$ cat src/rtl/ide_win_pkg.sv
`timescale 1ns/1ps
package ide_win_pkg;
  localparam int DATA_W = 32;
  localparam int IDX_W  = 3;

  typedef enum logic [1:0] {
    CORE_DATA = 2'd0,
    CORE_TASK = 2'd1,
    CORE_STAT = 2'd2
  } coreKind_e;

  typedef enum logic [2:0] {
    RD_ONES,
    RD_CORE8,
    RD_CORE16,
    RD_CORE32,
    RD_TIMING,
    RD_IRQ
  } rdSel_e;

  // strobes from the slot decoder to the datapath
  typedef struct packed {
    logic             coreRd;
    logic             coreWr;
    coreKind_e        kind;
    logic [IDX_W-1:0] idx;
    logic [2:0]       size;
    logic             timingWr;
    logic             irqWr;
    rdSel_e           rdSel;
  } winCtl_t;
endpackage

$ cat src/rtl/ide_win_ctl.sv
`timescale 1ns/1ps
module ide_win_ctl
  import ide_win_pkg::*;
#(
  parameter int ADDR_W      = 12,
  parameter int STRIDE_LOG2 = 4,
  parameter int TASK_LAST   = 7,
  parameter int SLOT_STAT   = 'h08,
  parameter int SLOT_ALT    = 'h16,
  parameter int SLOT_TIMING = 'h20,
  parameter int SLOT_IRQ    = 'h30
) (
  input  logic [ADDR_W-1:0] busAddr,
  input  logic [2:0]        busSize,
  input  logic              busRd,
  input  logic              busWr,
  output winCtl_t           ctl
);
  localparam int SLOT_W = ADDR_W - STRIDE_LOG2;

  logic [SLOT_W-1:0] slot;
  logic sz1, sz2, sz4;
  logic isTask, isStat;

  assign slot   = busAddr[ADDR_W-1:STRIDE_LOG2];
  assign sz1    = (busSize == 3'd1);
  assign sz2    = (busSize == 3'd2);
  assign sz4    = (busSize == 3'd4);
  assign isTask = (slot >= SLOT_W'(1)) && (slot <= SLOT_W'(TASK_LAST));
  assign isStat = (slot == SLOT_W'(SLOT_STAT)) || (slot == SLOT_W'(SLOT_ALT));

  always_comb begin
    ctl       = '0;
    ctl.kind  = CORE_DATA;
    ctl.rdSel = RD_ONES;
    if (slot == '0) begin
      if (busRd && (sz1 || sz2 || sz4)) begin
        ctl.coreRd = 1'b1;
        ctl.size   = sz4 ? 3'd4 : 3'd2;
        ctl.rdSel  = sz1 ? RD_CORE8 : (sz2 ? RD_CORE16 : RD_CORE32);
      end
      if (busWr && (sz2 || sz4)) begin
        ctl.coreWr = 1'b1;
        ctl.size   = busSize;
      end
    end else if (isTask && sz1) begin
      ctl.coreRd = busRd;
      ctl.coreWr = busWr;
      ctl.kind   = CORE_TASK;
      ctl.idx    = slot[IDX_W-1:0];
      ctl.size   = 3'd1;
      if (busRd) ctl.rdSel = RD_CORE8;
    end else if (isStat && sz1) begin
      ctl.coreRd = busRd;
      ctl.coreWr = busWr;
      ctl.kind   = CORE_STAT;
      ctl.size   = 3'd1;
      if (busRd) ctl.rdSel = RD_CORE8;
    end else if (slot == SLOT_W'(SLOT_TIMING) && sz4) begin
      ctl.timingWr = busWr;
      if (busRd) ctl.rdSel = RD_TIMING;
    end else if (slot == SLOT_W'(SLOT_IRQ) && sz4) begin
      ctl.irqWr = busWr;
      if (busRd) ctl.rdSel = RD_IRQ;
    end
  end
endmodule

$ cat src/rtl/ide_win_data.sv
`timescale 1ns/1ps
module ide_win_data
  import ide_win_pkg::*;
#(
  parameter int               IRQ_N      = 2,
  parameter logic [IRQ_N-1:0] LATCH_MASK = 2'b01
) (
  input  logic              clk,
  input  logic              rstN,
  input  winCtl_t           ctl,
  input  logic [DATA_W-1:0] busWdata,
  input  logic [DATA_W-1:0] coreRdata,
  input  logic [IRQ_N-1:0]  irqIn,
  output logic [DATA_W-1:0] busRdata,
  output logic [DATA_W-1:0] timingQ,
  output logic [DATA_W-1:0] irqQ
);
  logic [IRQ_N-1:0] lineQ;

  always_ff @(posedge clk or negedge rstN) begin
    if (!rstN)             timingQ <= '0;
    else if (ctl.timingWr) timingQ <= busWdata;
  end

  for (genvar n = 0; n < IRQ_N; n++) begin : gLine
    if (LATCH_MASK[n]) begin : gLatch
      logic prevQ, bitQ;
      always_ff @(posedge clk or negedge rstN) begin
        if (!rstN) begin
          prevQ <= 1'b0;
          bitQ  <= 1'b0;
        end else begin
          prevQ <= irqIn[n];
          if (irqIn[n] && !prevQ)                      bitQ <= 1'b1;
          else if (!irqIn[n] && prevQ)                 bitQ <= 1'b0;
          else if (ctl.irqWr && busWdata[DATA_W-1-n])  bitQ <= 1'b0;
        end
      end
      assign lineQ[n] = bitQ;
    end else begin : gLive
      logic bitQ;
      always_ff @(posedge clk or negedge rstN) begin
        if (!rstN) bitQ <= 1'b0;
        else       bitQ <= irqIn[n];
      end
      assign lineQ[n] = bitQ;
    end
  end

  always_comb begin
    irqQ = '0;
    for (int n = 0; n < IRQ_N; n++) irqQ[DATA_W-1-n] = lineQ[n];
  end

  always_comb begin
    unique case (ctl.rdSel)
      RD_CORE8:  busRdata = {{(DATA_W-8){1'b0}}, coreRdata[7:0]};
      RD_CORE16: busRdata = {{(DATA_W-16){1'b0}}, coreRdata[15:0]};
      RD_CORE32: busRdata = coreRdata;
      RD_TIMING: busRdata = timingQ;
      RD_IRQ:    busRdata = irqQ;
      default:   busRdata = '1;
    endcase
  end
endmodule

$ cat src/rtl/ide_mmio_window.sv
`timescale 1ns/1ps
module ide_mmio_window
  import ide_win_pkg::*;
#(
  parameter int ADDR_W = 12,
  parameter int IRQ_N  = 2
) (
  input  logic              clk,
  input  logic              rstN,
  input  logic [ADDR_W-1:0] busAddr,
  input  logic [2:0]        busSize,
  input  logic              busRd,
  input  logic              busWr,
  input  logic [31:0]       busWdata,
  output logic [31:0]       busRdata,
  output logic              coreRd,
  output logic              coreWr,
  output logic [1:0]        coreKind,
  output logic [2:0]        coreIdx,
  output logic [2:0]        coreSize,
  output logic [31:0]       coreWdata,
  input  logic [31:0]       coreRdata,
  input  logic [IRQ_N-1:0]  irqIn,
  output logic [IRQ_N-1:0]  irqOut
);
  winCtl_t           ctl;
  logic [DATA_W-1:0] timingQ;
  logic [DATA_W-1:0] irqQ;

  ide_win_ctl #(.ADDR_W(ADDR_W)) uCtl (
    .busAddr(busAddr), .busSize(busSize), .busRd(busRd), .busWr(busWr), .ctl(ctl)
  );

  ide_win_data #(.IRQ_N(IRQ_N), .LATCH_MASK(IRQ_N'(1))) uData (
    .clk(clk), .rstN(rstN), .ctl(ctl), .busWdata(busWdata), .coreRdata(coreRdata),
    .irqIn(irqIn), .busRdata(busRdata), .timingQ(timingQ), .irqQ(irqQ)
  );

  assign coreRd    = ctl.coreRd;
  assign coreWr    = ctl.coreWr;
  assign coreKind  = ctl.kind;
  assign coreIdx   = ctl.idx;
  assign coreSize  = ctl.size;
  assign coreWdata = busWdata;
  assign irqOut    = irqIn;
endmodule

$ cat config.mk
export PLATFORM = sky130hd
export DESIGN_NAME = ide_mmio_window
export DESIGN_NICKNAME = d
export VERILOG_FILES = /design/src/rtl/ide_win_pkg.sv /design/src/rtl/ide_win_ctl.sv /design/src/rtl/ide_win_data.sv /design/src/rtl/ide_mmio_window.sv
export SDC_FILE = /design/constraint.sdc
export NUM_CORES = 1
export LEC_CHECK = 0
export BUFFER_PORTS_ARGS = -buffer_cell sky130_fd_sc_hd__buf_2
export CAP_MARGIN = 20
export CORE_UTILIZATION = 40
export CTS_CLUSTER_DIAMETER = 50
export CTS_CLUSTER_SIZE = 16
export DETAILED_ROUTE_END_ITERATION = 12
export GPL_TIMING_DRIVEN = 0
export PLACE_DENSITY = 0.79
export SLEW_MARGIN = 20
export SYNTH_ARGS = -nofsm -noshare
export SYNTH_HDL_FRONTEND = slang
export SYNTH_SLANG_ARGS = --single-unit
export TNS_END_PERCENT = 30
$ cat constraint.sdc
create_clock -name clk -period 5.4 [get_ports clk]
set_clock_uncertainty 0.2 [all_clocks]
set_input_delay 0.54 -clock clk [delete_from_list [all_inputs] [get_ports clk]]
set_output_delay 0.54 -clock clk [all_outputs]
set_load 0.02 [all_outputs]
== Word level (Yosys, flattened, before mapping) ==
Cells that the tools add are included.

* Flip-flop bits (word level): 35
* Bits of input ports: 85
* Output and inout bits: 76
* Logic and storage cells: 69

* Order comparisons: 2
* Equality and inequality tests: 12
* Muxes and demuxes: 33
* Reductions and logical operators: 18

{| class="wikitable"
|+ Operators with widths
! operator !! count
|-
| $pmux W32 S5 || 1
|-
| $mux W3 || 14
|-
| $eq A8 B6 Y1 const B || 2
|-
| $mux W4 || 3
|-
| $logic_and A1 B1 Y1 || 10
|-
| $mux W1 || 10
|-
| $eq A3 B2 Y1 const B || 3
|-
| $eq A3 B3 Y1 const B || 3
|-
| $eq A8 B4 Y1 const B || 1
|-
| $eq A8 B5 Y1 const B || 1
|-
| $ge A8 B1 Y1 const B || 1
|-
| $le A8 B3 Y1 const B || 1
|-
| $logic_not A8 Y1 || 1
|-
| $mux W2 || 4
|-
| $eq A3 B1 Y1 const B || 2
|-
| $mux W5 || 1
|-
| $logic_or A1 B1 Y1 || 4
|-
| $reduce_bool A3 Y1 || 1
|-
| $logic_not A1 Y1 || 2
|}

== Logic depth before layout (Yosys ltp) ==
* Word-level depth: 11
* Gate-level depth with buffers: 9
* Depth with buffers taken out: 6

== Hierarchy ==
From an unflattened synthesis, not the netlist that was laid out.

* Cells, all modules: 354
* Area, all modules: 2852.7 sq um

{| class="wikitable"
|+ By module, submodules not included
! module !! instances !! cells each !! area each (sq um)
|-
| ide_win_data || 1 || 263 || 2257.2
|-
| ide_win_ctl || 1 || 57 || 340.3
|-
| ide_mmio_window || 1 || 34 || 255.2
|}

== Least setup slack after synthesis ==
No wires, ideal clock.

* Path kind: in2out
* Start point: in busAddr[11]
* End point: out coreRd
* Arrival time: 2389 ps
* Setup slack: 2271 ps
* Stages: 8
* Path through: or4_1 -> or3_1 -> a21oi_1 -> a31oi_1 -> buf_6 -> and2_4 -> buf_6 -> nor2_1

* Word-level cells in the longest chain between the ends: 6
* Elaborated cells on any way between the ends: 12
* Classes of those cells: order compare: 2; eq/ne: 2; mux: 3; reduce/logical: 5

{| class="wikitable"
|+ RTL lines
! element !! RTL line !! text
|-
| start, declared || ide_mmio_window.sv:10 || <nowiki>input logic [ADDR_W-1:0] busAddr,</nowiki>
|-
| parallel branches: the longest is 5 deep, another holds $ge A8 B1 Y1 || -- ||
|-
| $mux W2 (*) || ide_win_ctl.sv:36 || <nowiki>if (slot == '0) begin</nowiki>
|-
| end, declared || ide_mmio_window.sv:16 || <nowiki>output logic coreRd,</nowiki>
|}

Every way passes the cells marked *.

== Worst setup path after layout ==
* Start point: in busAddr[5]
* End point: out busRdata[24]

* Word-level cells in the longest chain between the ends: 9
* Elaborated cells on any way between the ends: 24
* Classes of those cells: order compare: 2; eq/ne: 9; mux: 6; reduce/logical: 7

{| class="wikitable"
|+ RTL lines
! element !! RTL line !! text
|-
| $eq A8 B6 Y1 || ide_win_ctl.sv:62 || <nowiki>end else if (slot == SLOT_W'(SLOT_IRQ) && sz4) begin</nowiki>
|-
| $logic_and A1 B1 Y1 || ide_win_ctl.sv:62 ||
|-
| $mux W4 || ide_win_ctl.sv:62 ||
|-
| $mux W3 || ide_win_ctl.sv:59 || <nowiki>end else if (slot == SLOT_W'(SLOT_TIMING) && sz4) begin</nowiki>
|-
| $mux W3 || ide_win_ctl.sv:53 || <nowiki>end else if (isStat && sz1) begin</nowiki>
|-
| $mux W3 || ide_win_ctl.sv:46 || <nowiki>end else if (isTask && sz1) begin</nowiki>
|-
| $mux W3 (*) || ide_win_ctl.sv:36 ||
|-
| $eq A3 B3 Y1, or another cell as far along || ide_win_data.sv:56 || <nowiki>unique case (ctl.rdSel)</nowiki>
|-
| $pmux W32 S5 (*) || ide_win_data.sv:56 ||
|-
| end, declared || ide_mmio_window.sv:15 || <nowiki>output logic [31:0] busRdata,</nowiki>
|}

Mark *: on every way between the ends. The rest lies on a longest branch, timed or not.

==> impl_metrics.json <==
{
  "status": "finished clean",
  "first_global_vias": 2218,
  "syn_to_final_growth_pct": 39.3,
  "post_drt_wl_per_cell_um": 13.2,
  "gp_congestion": 0.866,
  "met1_usage_pct": 26.7,
  "syn_nets": 360,
  "clockBufferDepth": 2,
  "timing.final.crit_share_pct": 67.0,
  "numCtsBuffers": 5,
  "gr-usage-met3_pct": 4.00,
  "reg2regPathDepth": 4,
  "cp-start-kind": "input pin",
  "slew_headroom_pct": 45.9,
  "hold_viol": 0,
  "grt-ovfl-total": 0,
  "clkTransAtPathRegs_ps": 70,
  "switching_share_pct": 26.6,
  "drc": 0,
  "mostFrequentLayoutCells": "buf_2 (160), buf_4 (42), nor2_1 (35), dfrtp_1 (35), mux2_2 (32)",
  "hold_buffers": 0,
  "dr.pass1.iters": 4,
  "ys_seq_area_share_pct": 36.2,
  "finalSetupViolCount": 0,
  "clkLatencyLatePin_ps": 280,
  "postCtsSetupRepairBufs": 0,
  "initial_core_util_pct": 42.7,
  "antenna_found_initial": 0,
  "diodes": 0,
  "syn_area_mm2": 0.00242,
  "rows": 27,
  "die_x_um": 79.8,
  "io_buffers": 156,
  "dieArea_mm2": 0.00637,
  "rsz0062_at_grt": "false",
  "viasPerCell": 4.87,
  "htreeDepth": 2,
  "grt-busiest-layer": "met2",
  "critPathKind": "in2out",
  "cap_viol_max_count": 0,
  "cts_tree": "yes",
  "clockRootBuffer": "clkbuf_8",
  "nFillCells": 504,
  "drt_wl_total_um": 6730,
  "endpoint_kind": "output pin",
  "grtUsageMet2_pct": 37.2,
  "clkSinkCount": 35,
  "layout_commonest_cell": "buf_2",
  "post-place-cells": 503,
  "seq_power_share_pct": 47.8,
  "first_iter_violations": 107,
  "min_path_type": "in2async",
  "ys_ff_latch": 35,
  "clockPowerShare_pct": 32.4,
  "io_pins": 161,
  "grt_max_degree": 36,
  "layout_min_cycle_time_ps": 3620,
  "die_y_um": 79.8,
  "p_int_mw": 0.410,
  "slew_viol_final": 0,
  "post-dp-hpwl_um": 5330,
  "stdcell_count": 511,
  "synth.avg_cell_area_um2": 8.81,
  "cp_slowest_cell": "nor3_1",
  "vias": 2491,
  "powerDensity_mw_per_mm2": 166,
  "max_stage_delay_ps": 710,
  "drive_above_1_share_pct": 56.3,
  "ir_worst_vdd_mv": 0.128,
  "path_cells": "buf_2, nor4_2, nand2_1, nor3_1, clkbuf_1, nand2_1, o21ai_0, buf_2",
  "worstPathRequired_ps": 4660,
  "ant_nets": 0,
  "groute.usage.overall_pct": 21.2,
  "core_mm2": 0.00568,
  "max_freq_mhz": 276,
  "cts_resized": 0,
  "fin_tns_setup_ps": 0,
  "nNetsFinal": 523,
  "worstPathArrival_ps": 2880,
  "tightest_slew_ps": 806,
  "synth.distinct_cells": 36,
  "grt_first_pass_wirelength_um": 10400,
  "power_switching_mw": 0.149,
  "power_frac_comb_pct": 19.8,
  "power_leakage_nw": 1.79,
  "cp_max_fo": 10,
  "netlist_instances": 275,
  "yosys_warnings": 0
}
cell usage after synthesis, drive strengths merged:
master,count,area share [%]
buf,48,15
dfrtp,35,36
nor2,35,5.4
mux2,32,15
nand2,26,4.0
o21ai,25,5.2
a21oi,11,2.3
nand3,10,2.1
clkbuf,9,1.4
a2bb2oi,8,2.9
nor3,5,1.0
and2,4,1.1
a31oi,3,1.4
nor4,3,1.0
a32oi,2,0.72
inv,2,0.31
nand2b,2,0.52
or3,2,0.52
or4,2,0.77
a211o,1,0.36
nand4,1,0.26
nor2b,1,0.26
nor3b,1,0.31
nor4b,1,0.36
o21a,1,0.31
o31ai,1,0.31
or2,1,0.26
or3b,1,0.36
xnor2,1,0.36
xor2,1,0.36
power by group through the flow:
stage	sequential [mW]	clock [mW]	combinational (mW)
finish	0.267	0.181	0.111
global route	0.267	0.198	0.120
CTS	0.267	0.186	0.112
detailed placement	0.272	0	0.111
global placement	0.272	0	0.109
floorplan	0.272	0	0.0541
layer usage:
metal	share of wire [%]	routed length [µm]
met2	51	3440
met4	0.82	55
met5	0	0
met3	6.1	409
met1	42	2820
final timing paths:
kind	startpoint	endpoint	slack (ps)
setup / recovery	busAddr[5]	busRdata[24]	1780
hold / removal	rstN	uData.timingQ[3]	130
setup reg to reg	uData.gLine[0].gLatch.bitQ	uData.gLine[0].gLatch.bitQ	4370
hold reg to reg	uData.gLine[0].gLatch.prevQ	uData.gLine[0].gLatch.bitQ	250
max in group asynchronous	rstN	uData.timingQ[6]	4380
min in group clk	irqIn[0]	uData.gLine[0].gLatch.prevQ	200
area by class of cell:
type	instances	area [µm²]	area share (%)
Clock inverter	1	5.00	0.148
Multi-Input combinational cell	181	1150	34.0
Inverter	2	7.51	0.222
Clock buffer	7	76.3	2.26
Buffer	57	392	11.6
Tap cell	72	90.1	2.67
Timing Repair Buffer	156	781	23.1
Sequential cell	35	876	26.0
kinds of logic (layout without fill, tap and decap cells):
group           count (synthesis)  in the layout  synth area share [%]
compound gates                 52             52                  13.4
xor+xnor                        2              2                 0.723
buf+inv                        59            223                  16.5
flops                          35             35                  36.2
mux                            32             32                  14.9
simple gates                   95             95                  18.3
through the flow:
stage               setup WS [ps]  util (%)  power (mW)  cell area, µm²  hold slack (ps)
global placement             1870      58.0       0.382            3290              221
CTS                          1800      59.5       0.565            3370              157
floorplan                    2270         -       0.326            2420             44.4
global route                 1420      59.5       0.586            3370              181
detailed placement           1810      58.0       0.383            3290              230
finish                       1780      59.5       0.559            3370              127
worst max-delay path, delay by kind of cell:
kind	cells	cell delay [ps]
compound gates	1	120
simple gates	4	1430
buf+inv	3	790
state kept, by name, indices dropped and copies added, names as in the netlist:
register	flops
uData.gLine.gLatch.prevQ	1
uData.gLine.gLive.bitQ	1
uData.gLine.gLatch.bitQ	1
uData.timingQ	32
Note: power is estimated with default switching activity, not from simulation.
